$ cat src/rtl/irqc_pkg.sv
package irqc_pkg;

  localparam int unsigned DW = 32;

  // status bits that events may set
  localparam logic [DW-1:0] EVT_FIELD  = 32'h0000_0087;
  // enable bits that software may write
  localparam logic [DW-1:0] EN_WMASK   = 32'h8000_009F;
  // enable reset value: polarity code 01, nothing enabled
  localparam logic [DW-1:0] EN_RESET   = 32'h0000_0008;
  localparam int unsigned   GLB_BIT    = 31;
  localparam int unsigned   POL_LSB    = 3;
  localparam logic [1:0]    POL_ACT_LO = 2'b01;

  typedef enum logic [1:0] {
    SEL_EN   = 2'd0,
    SEL_STS  = 2'd1,
    SEL_VEC  = 2'd2,
    SEL_NONE = 2'd3
  } reg_sel_e;

  function automatic logic [DW-1:0] evt_to_field(input logic [3:0] e);
    return {24'b0, e[3], 4'b0000, e[2:0]};
  endfunction

  function automatic logic [DW-1:0] lane_mask(input logic [3:0] be);
    logic [DW-1:0] m;
    for (int i = 0; i < 4; i++) m[i*8 +: 8] = {8{be[i]}};
    return m;
  endfunction

endpackage

$ cat src/rtl/irqc_loc_regs.sv
module irqc_loc_regs
  import irqc_pkg::*;
(
  input  logic          clk,
  input  logic          rst_n,
  input  logic          wr_en,
  input  logic          wr_sts,
  input  logic [DW-1:0] bmask,
  input  logic [DW-1:0] wdata,
  input  logic          evt_hit,
  input  logic [DW-1:0] evt_vec,
  output logic [DW-1:0] en_q,
  output logic [DW-1:0] sts_q,
  output logic          set_any,
  output logic          drop
);

  logic [DW-1:0] en_d, sts_d, set_v, clr_v;
  logic          en_upd, sts_upd;

  always_comb begin
    set_v   = evt_hit ? (evt_vec & en_q & {DW{en_q[GLB_BIT]}}) : '0;
    clr_v   = wr_sts ? (wdata & bmask & EVT_FIELD) : '0;
    sts_d   = (sts_q & ~clr_v) | set_v;
    sts_upd = evt_hit | wr_sts;
    en_d    = (en_q & ~bmask) | (wdata & bmask & EN_WMASK);
    en_upd  = wr_en;
    set_any = |set_v;
    drop    = (|clr_v) && (|sts_q) && (sts_d == '0);
  end

  always_ff @(posedge clk or negedge rst_n) begin
    if (!rst_n) begin
      en_q  <= EN_RESET;
      sts_q <= '0;
    end else begin
      if (en_upd)  en_q  <= en_d;
      if (sts_upd) sts_q <= sts_d;
    end
  end

endmodule

$ cat src/rtl/irqc_line.sv
module irqc_line #(
  parameter int unsigned NUM_LOC = 5,
  parameter int unsigned LOC_W   = 3
) (
  input  logic                 clk,
  input  logic                 rst_n,
  input  logic                 raise,
  input  logic [LOC_W-1:0]     raise_loc,
  input  logic                 drop,
  input  logic [2*NUM_LOC-1:0] pol_flat,
  output logic                 line_on,
  output logic                 irq_pin
);

  import irqc_pkg::*;

  logic             line_d, upd;
  logic [LOC_W-1:0] src_q, src_d;
  logic [1:0]       pol;

  always_comb begin
    upd    = raise | drop;
    line_d = raise ? 1'b1 : 1'b0;
    src_d  = raise ? raise_loc : src_q;
  end

  always_ff @(posedge clk or negedge rst_n) begin
    if (!rst_n) begin
      line_on <= 1'b0;
      src_q   <= '0;
    end else if (upd) begin
      line_on <= line_d;
      src_q   <= src_d;
    end
  end

  always_comb begin
    pol     = pol_flat[int'(src_q)*2 +: 2];
    irq_pin = (pol == POL_ACT_LO) ? ~line_on : line_on;
  end

endmodule

$ cat src/rtl/irqc_unit.sv
module irqc_unit #(
  parameter int unsigned NUM_LOC    = 5,
  parameter int unsigned LOC_W      = 3,
  parameter int unsigned VECTOR_NUM = 11
) (
  input  logic             clk,
  input  logic             rst_n,
  input  logic             act_vld,
  input  logic [LOC_W-1:0] act_loc,
  input  logic             reg_rd,
  input  logic             reg_wr,
  input  logic [LOC_W-1:0] reg_loc,
  input  logic [1:0]       reg_sel,
  input  logic [3:0]       reg_be,
  input  logic [31:0]      reg_wdata,
  output logic [31:0]      reg_rdata,
  input  logic             evt_vld,
  input  logic [LOC_W-1:0] evt_loc,
  input  logic [3:0]       evt_bits,
  output logic             irq_pin
);

  import irqc_pkg::*;

  localparam logic [DW-1:0] VEC_WORD = DW'(VECTOR_NUM);

  logic [NUM_LOC*DW-1:0] en_flat, sts_flat;
  logic [2*NUM_LOC-1:0]  pol_flat;
  logic [NUM_LOC-1:0]    set_v, drop_v;
  logic [DW-1:0]         bmask, evt_vec;
  logic                  owner_wr, line_on;
  reg_sel_e              sel;

  always_comb begin
    sel      = reg_sel_e'(reg_sel);
    bmask    = lane_mask(reg_be);
    evt_vec  = evt_to_field(evt_bits);
    owner_wr = reg_wr && act_vld && (act_loc == reg_loc);
  end

  for (genvar g = 0; g < NUM_LOC; g++) begin : g_loc
    logic          wr_en_g, wr_sts_g, hit_g;
    logic [DW-1:0] en_g, sts_g;

    assign wr_en_g  = owner_wr && (reg_loc == LOC_W'(g)) && (sel == SEL_EN);
    assign wr_sts_g = owner_wr && (reg_loc == LOC_W'(g)) && (sel == SEL_STS);
    assign hit_g    = evt_vld && (evt_loc == LOC_W'(g));

    irqc_loc_regs u_regs (
      .clk     (clk),
      .rst_n   (rst_n),
      .wr_en   (wr_en_g),
      .wr_sts  (wr_sts_g),
      .bmask   (bmask),
      .wdata   (reg_wdata),
      .evt_hit (hit_g),
      .evt_vec (evt_vec),
      .en_q    (en_g),
      .sts_q   (sts_g),
      .set_any (set_v[g]),
      .drop    (drop_v[g])
    );

    assign en_flat[g*DW +: DW]  = en_g;
    assign sts_flat[g*DW +: DW] = sts_g;
    assign pol_flat[g*2 +: 2]   = en_g[POL_LSB +: 2];
  end

  irqc_line #(.NUM_LOC(NUM_LOC), .LOC_W(LOC_W)) u_line (
    .clk       (clk),
    .rst_n     (rst_n),
    .raise     (|set_v),
    .raise_loc (evt_loc),
    .drop      (|drop_v),
    .pol_flat  (pol_flat),
    .line_on   (line_on),
    .irq_pin   (irq_pin)
  );

  always_comb begin
    reg_rdata = '0;
    if (reg_rd) begin
      if (sel == SEL_VEC) begin
        reg_rdata = VEC_WORD;
      end else if (int'(reg_loc) < NUM_LOC) begin
        if (sel == SEL_EN)  reg_rdata = en_flat[int'(reg_loc)*DW +: DW];
        if (sel == SEL_STS) reg_rdata = sts_flat[int'(reg_loc)*DW +: DW];
      end
    end
  end

endmodule

$ cat config.mk
export PLATFORM = sky130hd
export DESIGN_NAME = irqc_unit
export DESIGN_NICKNAME = d
export VERILOG_FILES = /design/src/rtl/irqc_pkg.sv /design/src/rtl/irqc_loc_regs.sv /design/src/rtl/irqc_line.sv /design/src/rtl/irqc_unit.sv
export SDC_FILE = /design/constraint.sdc
export NUM_CORES = 1
export LEC_CHECK = 0
export BUFFER_PORTS_ARGS = -buffer_cell sky130_fd_sc_hd__buf_2
export CELL_PAD_IN_SITES_DETAIL_PLACEMENT = 0
export CELL_PAD_IN_SITES_GLOBAL_PLACEMENT = 1
export CORE_ASPECT_RATIO = 1.75
export CORE_MARGIN = 3
export CORE_UTILIZATION = 51
export DETAILED_ROUTE_END_ITERATION = 8
export PLACE_DENSITY_LB_ADDON = 0.1
export SLEW_MARGIN = 20
export SYNTH_ARGS = -nofsm -noshare
export SYNTH_HDL_FRONTEND = slang
export SYNTH_SLANG_ARGS = --single-unit
$ cat constraint.sdc
create_clock -name clk -period 4.14 [get_ports clk]
set_input_delay 0.207 -clock clk [delete_from_list [all_inputs] [get_ports clk]]
set_output_delay 0.207 -clock clk [all_outputs]
set_load 0.02 [all_outputs]
==> out/summary.txt <==
Filler cells -> 1,355
H-tree Lvls -> 4
Vias in the first global route -> 6,298
Slew Limit Headroom -> 36.2%
Syn nets -> 744
Post-DP HPWL -> 15,500 um
Initial antenna violation count -> 0
MaxCap Viol Count -> 0
CP bufs+invs -> 3
Hold crit path type -> input port to flop
Final worst path period need -> 2.77 ns
Outcome -> finished, final reports clean
FMAX -> 0.361 GHz
Tcrit/Tclk final -> 66.9%
Flops & latches, synth -> 184
Clock power share -> 44.9%
Comb pwr share -> 5.3%
Via density per instance -> 6.18
Crit-path cells -> buf_2 > buf_4 > or2_1 > nor2_1 > a211oi_1 > o21ai_0 > o211a_1 > nor3_1 > buf_2
Flop2flop setup slack -> 1.67 ns
Internal Pwr Total -> 2740 uW
Clock transition at the registers of the reported paths -> 0.07 ns
Post-Synthesis Cell Area -> 0.00842 mm2
Worst Clk Skew -> 0.0116 ns
Sequential share of power -> 49.8%
Post-Syn Area per Cell -> 12.3 um2
Die Width -> 103 um
First-pass iteration count of the detailed router -> 5
Total vias in the final route -> 5,848
Final setup viols -> 0
CP max stage cell -> buf_4
Crit path max-delay family -> buffers and inverters
Data arrival time of the critical path -> 2.56 ns
Crit-path max cell delay -> 0.72 ns
NetSw -> 893 uW
Final Non-Filler Cells -> 946
Kind of critical path -> input port to primary output
Post-Place Cells -> 913
Initial DRC count -> 281
Commonest non-fill, non-tap cells in the layout -> 179 x dfrtp_1, 118 x and2_1, 63 x buf_2
CTS resizes -> 0
Sequential element share of the synthesized area -> 54.8%
DRC viols -> 0
Ys flop type -> dfrtp_1
Switching part of the total power -> 24.6%
Cells after Synth -> 687
RSZ-0062 raised after global routing -> no
GR Overflow Total -> 0
Postcts setup bufs -> 0
Sink Count -> 184
Worst endpoint required time -> 3.93 ns
Clock tree buffer depth -> 2
Final count of hold timing violations -> 0
Measured slew at the worst slew-check pin -> 0.957 ns
Yosys cell types -> 65
First-pass GRT wire length -> 34,700 um
Commonest non-fill, non-tap cell in the layout -> dfrtp_1
Final ANT Viol Nets -> 0
Number of flops mapped to enable cells by yosys -> 0
Most numerous cell on the critical path -> buf_2
Clk_lat worst skew -> 0.42 ns
Max-slew violations -> 0
CTS tree -> built
RePlAce Congestion -> 1.06
Critical Path Fanout Max -> 44
VDD IR max -> 227 uV
Ys async rst share -> 100%
Die Y-Extent -> 176 um
Initial Utilization -> 52.5%
Final setup margin -> 1.37 ns
Largest net degree at the start of global routing -> 108
Post-place setup slack -> 1.29 ns
Leak pwr -> 0.00449 uW
Final wirelength -> 21,700 um
Die area -> 0.0181 mm2
CP startpoint kind -> input port
CTS Hold Bufs -> 1
Final Net Count -> 801
All-Layer GR Usage -> 25.4%
Crit end category -> primary output
Inserted Diodes -> 0
WL per Instance -> 22.9 um
CTS Buf Count -> 17
PwrDens -> 383 mW/mm2
Ratio of cells with drive above 1 in the final layout -> 24.0%
Synth-to-layout area growth -> 12.6%
Row count -> 61
Ports -> 90
TNS Setup -> 0 ns
I/O Buffers -> 64
Ys Warns -> 0
Core Area -> 0.0160 mm2
CTS root buf -> clkbuf_16
-- synth_stat cells (all sizes together) (5+ instances only) --
library cell	count	area share [%]
a221oi	11	1.1
dfstp	5	1.6
a32o	5	0.59
mux2	36	4.8
dfrtp	179	53
a31oi	5	0.37
nor2b	13	1.0
inv	8	0.36
o21ai	15	0.89
mux4	33	8.8
clkbuf	13	0.58
buf	20	1.4
nand2	41	1.9
nor3	6	0.42
o31ai	12	1.1
and2	118	8.8
a22oi	30	2.7
nor2	44	2.1
nor4	10	0.82
nand3	26	1.6
nand2b	5	0.46
-- area by class of cell --
type	count	area (um2)	area share [%]
flip-flops and latches	184	4610	48.6
inverters	9	33.8	0.356
clock buffers	19	443	4.67
well taps	189	236	2.49
clock inverters	13	159	1.68
repair buffers	71	394	4.16
multi-input cells	461	3610	38.0
-- logic make-up (layout without fill, tap and decap cells) --
group                     Yosys count  after routing  synth area share (%)
AOI/OAI and AO/OA                  97             97                  8.71
muxes                              70             70                  13.8
xor gates and xnor gates            3              3                 0.535
buffers and inverters              42            112                  2.39
and+or+nand+nor                   291            291                  19.9
DFF                               184            184                  54.8
-- power groups by stage --
| stage | registers, uW | logic [uW] | clock network, uW |
|---|---|---|---|
| detailed placement | 1840 | 194 | 0 |
| finish | 1810 | 192 | 1630 |
| floorplan | 1840 | 102 | 0 |
| global placement | 1840 | 191 | 0 |
| global route | 1810 | 211 | 1740 |
| CTS | 1810 | 195 | 1660 |
-- per-layer routing --
layer	GRT usage [%]	vias to the layer above	share of wire [%]
met5	0	-	0
met4	15.9	0	6.6
met3	3.88	80	4.3
met2	42.0	231	51
met1	30.3	2940	38
li1	-	2597	-
-- worst register-to-register path, delay by kind of cell, from the launching register on --
family | cells | cell delay, ns
flops | 1 | 0.42
mux | 1 | 0.36
simple gates | 3 | 1.04
compound gates | 2 | 0.53
-- stage by stage --
step / hold slack [ns] / power, uW / util, % / instance area [um2]
after floorplan: -0.0886 / 1940 / - / 8420
after global routing: 0.0653 / 3760 / 59.2 / 9490
after global placement: 0.396 / 2030 / 55.4 / 8870
after detailed placement: 0.411 / 2040 / 55.4 / 8870
final: 0.0536 / 3630 / 59.2 / 9490
after CTS: 0.0478 / 3670 / 59.2 / 9490
-- worst paths after layout --
kind,from,cells after the start,end
setup / recovery,reg_loc[0],9,reg_rdata[7]
hold / removal,reg_wdata[31],2,flop
setup reg to reg,flop,6,u_line.src_q[0]
hold reg to reg,g_loc[2].u_regs.en_q[23],1,g_loc[2].u_regs.en_q[23]
max in group asynchronous,rst_n,3,g_loc[0].u_regs.sts_q[1]
min in group asynchronous,rst_n,2,g_loc[1].u_regs.en_q[19]
Note: power is estimated with default switching activity, not from simulation.
